<file path="src/rtl/evq_pkg.sv">
package evq_pkg;
    localparam int PEC_W  = 16;
    localparam int FH_W   = 32;
    localparam int FID_W  = 32;
    localparam int ADDR_W = 64;
    localparam int QUAL_W = 32;
    localparam int CLS_W  = 2;
    localparam int REC_W  = FID_W + FH_W + QUAL_W + ADDR_W + PEC_W;
    localparam int AVL_W  = FID_W + FH_W + PEC_W;
    localparam int LEN_W  = 5;

    localparam logic [CLS_W-1:0] CLS_ERR   = 2'd1;
    localparam logic [CLS_W-1:0] CLS_AVAIL = 2'd2;

    localparam logic [PEC_W-1:0] PEC_RES_TO_STBY    = 16'h0301;
    localparam logic [PEC_W-1:0] PEC_STBY_TO_CFG    = 16'h0302;
    localparam logic [PEC_W-1:0] PEC_CFG_TO_STBYRES = 16'h0303;
    localparam logic [PEC_W-1:0] PEC_STBY_TO_RES    = 16'h0304;

    typedef struct packed {
        logic [CLS_W-1:0]  cls;
        logic [PEC_W-1:0]  pec;
        logic [FH_W-1:0]   fh;
        logic [FID_W-1:0]  fid;
        logic [ADDR_W-1:0] addr;
        logic [QUAL_W-1:0] qual;
    } evq_entry_t;

    typedef enum logic [2:0] {
        S_IDLE,
        S_ADD_STBY,
        S_ADD_CFG,
        S_DEL_CFG,
        S_DEL_RES
    } plug_state_t;
endpackage

</file>
<file path="src/rtl/evq_arbiter.sv">
module evq_arbiter #(
    parameter int N = 3
) (
    input  logic         clk,
    input  logic         rst_n,
    input  logic [N-1:0] req,
    output logic [N-1:0] gnt
);
    always_comb begin
        logic taken;
        taken = 1'b0;
        gnt   = '0;
        for (int i = 0; i < N; i++) begin
            if (req[i] && !taken) begin
                gnt[i] = 1'b1;
                taken  = 1'b1;
            end
        end
    end

    // at most one producer served per cycle, and only a requester
    p_grant_onehot_r7: assert property (@(posedge clk) disable iff (!rst_n)
        $onehot0(gnt) && ((gnt & ~req) == '0));
endmodule

</file>
<file path="src/rtl/evq_plug_seq.sv">
module evq_plug_seq
    import evq_pkg::*;
(
    input  logic              clk,
    input  logic              rst_n,
    input  logic              start,
    input  logic              remove,
    input  logic              configured,
    input  logic [FH_W-1:0]   fh_in,
    input  logic [FID_W-1:0]  fid_in,
    input  logic              gnt,
    output logic              ev_req,
    output evq_entry_t        ev,
    output logic              busy
);
    plug_state_t state, state_nx;
    logic [FH_W-1:0]  fh_q;
    logic [FID_W-1:0] fid_q;

    always_ff @(posedge clk) begin
        if (!rst_n) begin
            state <= S_IDLE;
            fh_q  <= '0;
            fid_q <= '0;
        end else begin
            state <= state_nx;
            if (state == S_IDLE && start) begin
                fh_q  <= fh_in;
                fid_q <= fid_in;
            end
        end
    end

    always_comb begin
        state_nx = state;
        unique case (state)
            S_IDLE: begin
                if (start) begin
                    if (!remove)        state_nx = S_ADD_STBY;
                    else if (configured) state_nx = S_DEL_CFG;
                    else                state_nx = S_DEL_RES;
                end
            end
            S_ADD_STBY: if (gnt) state_nx = S_ADD_CFG;
            S_ADD_CFG:  if (gnt) state_nx = S_IDLE;
            S_DEL_CFG:  if (gnt) state_nx = S_DEL_RES;
            S_DEL_RES:  if (gnt) state_nx = S_IDLE;
            default:    state_nx = S_IDLE;
        endcase
    end

    always_comb begin
        ev      = '0;
        ev.cls  = CLS_AVAIL;
        ev.fh   = fh_q;
        ev.fid  = fid_q;
        ev_req  = 1'b1;
        unique case (state)
            S_IDLE:     ev_req = 1'b0;
            S_ADD_STBY: ev.pec = PEC_RES_TO_STBY;
            S_ADD_CFG:  ev.pec = PEC_STBY_TO_CFG;
            S_DEL_CFG:  ev.pec = PEC_CFG_TO_STBYRES;
            S_DEL_RES:  ev.pec = PEC_STBY_TO_RES;
            default:    ev_req = 1'b0;
        endcase
    end

    assign busy = (state != S_IDLE);

    // a plug always continues with standby-to-configured
    p_plug_order_r8: assert property (@(posedge clk) disable iff (!rst_n)
        (state == S_ADD_STBY && gnt) |=> (state == S_ADD_CFG));
    // configured-to-standby is always followed by standby-to-reserved
    p_unplug_order_r9: assert property (@(posedge clk) disable iff (!rst_n)
        (state == S_DEL_CFG && gnt) |=> (state == S_DEL_RES));
endmodule

</file>
<file path="src/rtl/evq_fifo.sv">
module evq_fifo
    import evq_pkg::*;
#(
    parameter int DEPTH = 16
) (
    input  logic       clk,
    input  logic       rst_n,
    input  logic       push,
    input  evq_entry_t din,
    input  logic       pop,
    output evq_entry_t head,
    output logic       full,
    output logic       empty
);
    localparam int PTR_W = (DEPTH > 1) ? $clog2(DEPTH) : 1;
    localparam int CNT_W = $clog2(DEPTH + 1);
    localparam logic [PTR_W-1:0] LAST = PTR_W'(DEPTH - 1);

    evq_entry_t       mem [DEPTH];
    logic [PTR_W-1:0] wr_ptr, rd_ptr;
    logic [CNT_W-1:0] count;

    function automatic logic [PTR_W-1:0] bump(input logic [PTR_W-1:0] p);
        return (p == LAST) ? '0 : p + 1'b1;
    endfunction

    always_ff @(posedge clk) begin
        if (!rst_n) begin
            wr_ptr <= '0;
            rd_ptr <= '0;
            count  <= '0;
        end else begin
            if (push) begin
                mem[wr_ptr] <= din;
                wr_ptr      <= bump(wr_ptr);
            end
            if (pop) rd_ptr <= bump(rd_ptr);
            if (push && !pop)      count <= count + 1'b1;
            else if (pop && !push) count <= count - 1'b1;
        end
    end

    assign head  = mem[rd_ptr];
    assign full  = (count == CNT_W'(DEPTH));
    assign empty = (count == '0);

    // storage never written beyond its depth
    p_no_overflow_r10: assert property (@(posedge clk) disable iff (!rst_n)
        push |-> !full);
    // nothing removed from an empty queue
    p_no_underflow_r3: assert property (@(posedge clk) disable iff (!rst_n)
        pop |-> !empty);
endmodule

</file>
<file path="src/rtl/evq_report.sv">
module evq_report
    import evq_pkg::*;
(
    input  evq_entry_t        ent,
    output logic [REC_W-1:0]  rec,
    output logic [LEN_W-1:0]  len
);
    localparam int ERR_BYTES = REC_W / 8;
    localparam int AVL_BYTES = AVL_W / 8;

    always_comb begin
        rec = '0;
        len = '0;
        if (ent.cls == CLS_ERR) begin
            rec = {ent.fid, ent.fh, ent.qual, ent.addr, ent.pec};
            len = LEN_W'(ERR_BYTES);
        end else if (ent.cls == CLS_AVAIL) begin
            rec = {ent.fid, ent.fh, ent.pec, {(REC_W-AVL_W){1'b0}}};
            len = LEN_W'(AVL_BYTES);
        end
    end
endmodule

</file>
<file path="src/rtl/fn_event_queue.sv">
module fn_event_queue
    import evq_pkg::*;
#(
    parameter int DEPTH = 16
) (
    input  logic              clk,
    input  logic              rst_n,
    input  logic              xlt_req,
    input  logic [CLS_W-1:0]  xlt_class,
    input  logic [PEC_W-1:0]  xlt_pec,
    input  logic [FH_W-1:0]   xlt_fh,
    input  logic [FID_W-1:0]  xlt_fid,
    input  logic [ADDR_W-1:0] xlt_addr,
    input  logic [QUAL_W-1:0] xlt_qual,
    output logic              xlt_ack,
    input  logic              irq_req,
    input  logic [PEC_W-1:0]  irq_pec,
    input  logic [FID_W-1:0]  irq_fid,
    input  logic [ADDR_W-1:0] irq_addr,
    input  logic [QUAL_W-1:0] irq_qual,
    output logic              irq_ack,
    input  logic              plug_req,
    input  logic              plug_remove,
    input  logic              plug_configured,
    input  logic [FH_W-1:0]   plug_fh,
    input  logic [FID_W-1:0]  plug_fid,
    output logic              plug_busy,
    input  logic              pop_req,
    output logic              have_event,
    output logic              pop_valid,
    output logic              pop_status,
    output logic [CLS_W-1:0]  rpt_class,
    output logic [LEN_W-1:0]  rpt_len,
    output logic [REC_W-1:0]  rpt_rec,
    output logic              crw_notify,
    output logic              overflow,
    output logic              proto_err
);
    localparam int NSRC = 3;
    localparam int SRC_XLT = 0, SRC_IRQ = 1, SRC_PLUG = 2;

    logic [NSRC-1:0] req, gnt;
    evq_entry_t      src_ev [NSRC];
    evq_entry_t      sel_ev, head;
    logic            plug_ev_req, xlt_ok, sel_ok, push, pop, full, empty;
    logic [REC_W-1:0] head_rec;
    logic [LEN_W-1:0] head_len;

    evq_plug_seq u_plug (
        .clk(clk), .rst_n(rst_n), .start(plug_req), .remove(plug_remove),
        .configured(plug_configured), .fh_in(plug_fh), .fid_in(plug_fid),
        .gnt(gnt[SRC_PLUG]), .ev_req(plug_ev_req), .ev(src_ev[SRC_PLUG]),
        .busy(plug_busy)
    );

    assign src_ev[SRC_XLT] = '{cls: xlt_class, pec: xlt_pec, fh: xlt_fh,
                               fid: xlt_fid, addr: xlt_addr, qual: xlt_qual};
    assign src_ev[SRC_IRQ] = '{cls: CLS_ERR, pec: irq_pec, fh: '0,
                               fid: irq_fid, addr: irq_addr, qual: irq_qual};

    assign req = {plug_ev_req, irq_req, xlt_req};

    evq_arbiter #(.N(NSRC)) u_arb (
        .clk(clk), .rst_n(rst_n), .req(req), .gnt(gnt)
    );

    always_comb begin
        sel_ev = '0;
        for (int i = 0; i < NSRC; i++) begin
            if (gnt[i]) sel_ev = src_ev[i];
        end
    end

    assign xlt_ok  = (xlt_class == CLS_ERR) || (xlt_class == CLS_AVAIL);
    assign sel_ok  = gnt[SRC_XLT] ? xlt_ok : 1'b1;
    assign push    = (|gnt) && sel_ok && !full;
    assign pop     = pop_req && !empty;
    assign xlt_ack = gnt[SRC_XLT];
    assign irq_ack = gnt[SRC_IRQ];

    evq_fifo #(.DEPTH(DEPTH)) u_fifo (
        .clk(clk), .rst_n(rst_n), .push(push), .din(sel_ev), .pop(pop),
        .head(head), .full(full), .empty(empty)
    );

    evq_report u_rpt (.ent(head), .rec(head_rec), .len(head_len));

    assign have_event = !empty;

    always_ff @(posedge clk) begin
        if (!rst_n) begin
            pop_valid  <= 1'b0;
            pop_status <= 1'b0;
            rpt_class  <= '0;
            rpt_len    <= '0;
            rpt_rec    <= '0;
            crw_notify <= 1'b0;
            overflow   <= 1'b0;
            proto_err  <= 1'b0;
        end else begin
            pop_valid  <= pop_req;
            crw_notify <= push;
            if (|gnt && sel_ok && full) overflow  <= 1'b1;
            if (gnt[SRC_XLT] && !xlt_ok) proto_err <= 1'b1;
            if (pop_req) begin
                pop_status <= empty;
                rpt_class  <= empty ? '0 : head.cls;
                rpt_len    <= empty ? '0 : head_len;
                rpt_rec    <= empty ? '0 : head_rec;
            end
        end
    end

    // a notification only ever follows an accepted enqueue
    p_notify_r6: assert property (@(posedge clk) disable iff (!rst_n)
        crw_notify |-> $past(push));
    // empty pop reports no event
    p_pop_empty_r2: assert property (@(posedge clk) disable iff (!rst_n)
        (pop_req && empty) |=> (pop_valid && pop_status));
    // overflow is sticky
    p_overflow_sticky_r10: assert property (@(posedge clk) disable iff (!rst_n)
        overflow |=> overflow);
    // protocol error is sticky
    p_proto_sticky_r11: assert property (@(posedge clk) disable iff (!rst_n)
        proto_err |=> proto_err);
    // have_event follows a push from empty
    p_have_r1: assert property (@(posedge clk) disable iff (!rst_n)
        (push && !pop) |=> have_event);
endmodule

</file>
<file path="config.mk">
export PLATFORM = sky130hd
export DESIGN_NAME = fn_event_queue
export DESIGN_NICKNAME = d
export VERILOG_FILES = /design/src/rtl/evq_pkg.sv /design/src/rtl/evq_arbiter.sv /design/src/rtl/evq_plug_seq.sv /design/src/rtl/evq_fifo.sv /design/src/rtl/evq_report.sv /design/src/rtl/fn_event_queue.sv
export SDC_FILE = /design/constraint.sdc
export NUM_CORES = 2
export LEC_CHECK = 0
export ABC_AREA = 1
export CORE_MARGIN = 2
export CORE_UTILIZATION = 60
export CTS_CLUSTER_DIAMETER = 60
export DETAILED_ROUTE_END_ITERATION = 12
export DONT_BUFFER_PORTS = 1
export PLACE_DENSITY = 0.76
export SLEW_MARGIN = 20
export SYNTH_ARGS = -nofsm -noshare
export SYNTH_HDL_FRONTEND = slang
export SYNTH_SLANG_ARGS = --single-unit
export TNS_END_PERCENT = 50
</file>
<file path="constraint.sdc">
create_clock -name clk -period 12.2 [get_ports clk]
set_input_delay 0.61 -clock clk [delete_from_list [all_inputs] [get_ports clk]]
set_output_delay 0.61 -clock clk [all_outputs]
set_load 0.05 [all_outputs]
</file>
==> run metrics <==
DP Wirelength roughly 170000 µm; clock sinks ~3100; post-synthesis cell area between 100000 and 150000 µm²; hold path startpoint rst_n; Core Region just over 200000 µm²; commonest register cell after synthesis edfxtp_1; DRC viols 0; Synth cell types 37; overall global routing resource usage 0.324; Clock transition at path regs ~60 ps; Max Cap Viol 0; FMAX 0.171 GHz; GPL Wtd Cong ~0.85; WL/cell 26.3 µm; Hold Fails Final Rpt 0; R2R Setup Slk approximately 6400 ps; initial antenna violation count 5; CTS Buffer Depth 4; H-tree levels 5; Crit. End Element flop; #FFs+latches synth 3118; Syn Area/Cell ~12 µm²; crit path time final 5840 ps; largest net degree at the start of global routing 280; hold_ws 36.6 ps; CP endpoint rpt_rec[103]; status finished, final reports clean; asr flop ratio synth 0; total routed wirelength roughly 350000 µm; number of cells on the worst reg-to-reg path 13; Post-DRT Antenna Nets 0; register area share after synthesis 0.733; vias in the first global route between 80000 and 90000; RSZ-0062 raised after global routing false; Leakage around 48 nW; Peak VDD IR between 0.15 and 0.2 mV; Arrival @ worst endpoint approximately 6700 ps; root buf cell clkbuf_16; layout cells sized above 1 0.0601; die area about 210000 µm²; Port Buffers 0; total gr overflow 0; DR vias approximately 85000; Initial DRC Count roughly 13000; Via density between 6 and 7; Clock Skew between 70 and 80 ps; first-pass GRT wire length 511000 µm; total CTS buffers 327; Slew Viols, Final 0; Initial DRT Pass Iterations 7; num ports roughly 590; Area growth syn-to-layout 9.60%; post-synthesis cell count 10500; Hold Crit Class input pin to flop; Setup CP Type flop to flop; Yosys warning count 0; post-CTS setup buffers 0; Startpoint Class flop; clock latency on the worst-skew pair approximately 960 ps; CTS tree built; Chip Width around 460 µm; Slew headroom 0.167; syn nets 10900; WP data required between 10000 and 15000 ps; Rows about 170; Slew @ Worst Pin between 1000 and 1500 ps; Setup TNS 0 ps; P per Cell Area between 150 and 200 nW/µm²; NumNets Final around 11000; Tcrit/Tclk final 0.479; reg2reg end rpt_rec[103]; Finish-stage setup viols 0; Chip Height ~460 µm; Initial Util 0.605; number of synthesized flops with an enable pin between 2000 and 3000; crit-path max FO around 230
area by class of cell:
type | count | area, µm²
multi-input combinational | 6508 | 29200
clock inverter | 138 | 998
antenna | 3 | 7.51
clock buffer | 428 | 8840
sequential | 3118 | 90900
tap | 2688 | 3360
inverter | 109 | 468
fill | 14000 | 69100
timing repair buffer | 223 | 2130
state kept, by name, indices dropped and copies added (netlist names), named ones only:
name           cells
crw_notify         1
overflow           1
pop_status         1
pop_valid          1
proto_err          1
rpt_class          2
rpt_len            3
rpt_rec          176
u_fifo.count       5
u_fifo.mem      2848
u_fifo.rd_ptr      4
u_fifo.wr_ptr      4
u_plug.fh_q       32
u_plug.fid_q      32
u_plug.state       3
layout by cell type, fill, tap and decap left out, drive strengths merged:
cell type    Yosys  routed
dlygate4sd3      0      69
xnor2            1       1
nand2         3223    3223
bufinv           0      11
a221o            2       2
dfxtp          270     270
nor2            74      74
fa               1       1
o21ai          122     122
conb             1       1
inv            107     116
clkinvlp         0       4
edfxtp        2848    2848
clkinv           2     116
a211oi           2       2
o211ai           3       3
o21a             1       1
nand4            2       2
a21oi          257     257
a21o             1       1
xor2             3       3
or2              2       2
ha              11      11
clkbuf         245     428
diode            0       3
buf            472     154
a32oi            1       1
nand3         2689    2689
o22ai            5       5
a22o           107     107
through the flow:
step,util,instance area [µm²],std cells,total power (W),setup WS (ps)
global route,0.663,136000,13200,0.0276,6020
floorplan,-,124000,10500,0.0163,2590
global placement,0.611,125000,12600,0.0173,6400
finish,0.663,136000,13200,0.0267,6360
CTS,0.663,136000,13200,0.0266,6160
detailed placement,0.611,125000,12600,0.0175,6250
where the power goes:
part           internal (W)  switching, W
registers            0.0121      0.000653
clock network       0.00532       0.00396
logic               0.00123       0.00339
total                0.0187       0.00800
worst min-delay path by stage:
| stage | to | depth (start not counted) |
|---|---|---|
| finish | rpt_rec[152] | 2 |
| global route | rpt_rec[141] | 2 |
| CTS | rpt_rec[149] | 2 |
| detailed placement | u_plug.fh_q[17] | 2 |
| global placement | u_plug.fh_q[19] | 2 |
| floorplan | u_plug.fh_q[10] | 2 |
logic make-up after synthesis:
kind of cell               Yosys count  share of synthesized area
and+or+nand+nor                   5990                      0.209
buffers and inverters              826                     0.0328
xor gates and xnor gates             4                   0.000283
other                                1                  0.0000302
adders and majority gates           12                    0.00127
AOI/OAI and AO/OA                  501                     0.0238
DFF                               3118                      0.733
repair_timing:
item,in CTS,in global routing
hold endpoints to repair,100,0
hold buffers,70,0
resized for setup,0,0
critical path: stages, from the launching register on:
cell           delay, ps
dfxtp_4              730
buf_12               780
buf_12               680
buf_6                740
buf_4                940
nor2_1               120
o21ai_0              220
nand3_1              100
nand3_1              140
nand3_1              180
nand3_1              140
nand2_1               50
dlygate4sd3_1        570
inv_1                 50
cells in the mapped netlist (all sizes together) (3+ instances only):
| cell | n | area [µm²] |
|---|---|---|
| ha | 11 | 138 |
| clkbuf | 245 | 920 |
| a21oi | 257 | 1290 |
| nand3 | 2689 | 13500 |
| nor2 | 74 | 288 |
| nand2 | 3223 | 12100 |
| buf | 472 | 2740 |
| o21ai | 122 | 611 |
| o22ai | 5 | 31.3 |
| inv | 107 | 402 |
| a22o | 107 | 937 |
| edfxtp | 2848 | 85500 |
| o211ai | 3 | 22.5 |
| dfxtp | 270 | 5410 |
| xor2 | 3 | 26.3 |
metal layers:
layer	share of wire	global-route usage	wire, µm
met1	0.37	0.432	127000
met2	0.47	0.517	163000
met3	0.11	0.0640	39400
met4	0.049	0.149	17100
met5	0.000058	0	20
Note: power is estimated with default switching activity, not from simulation.
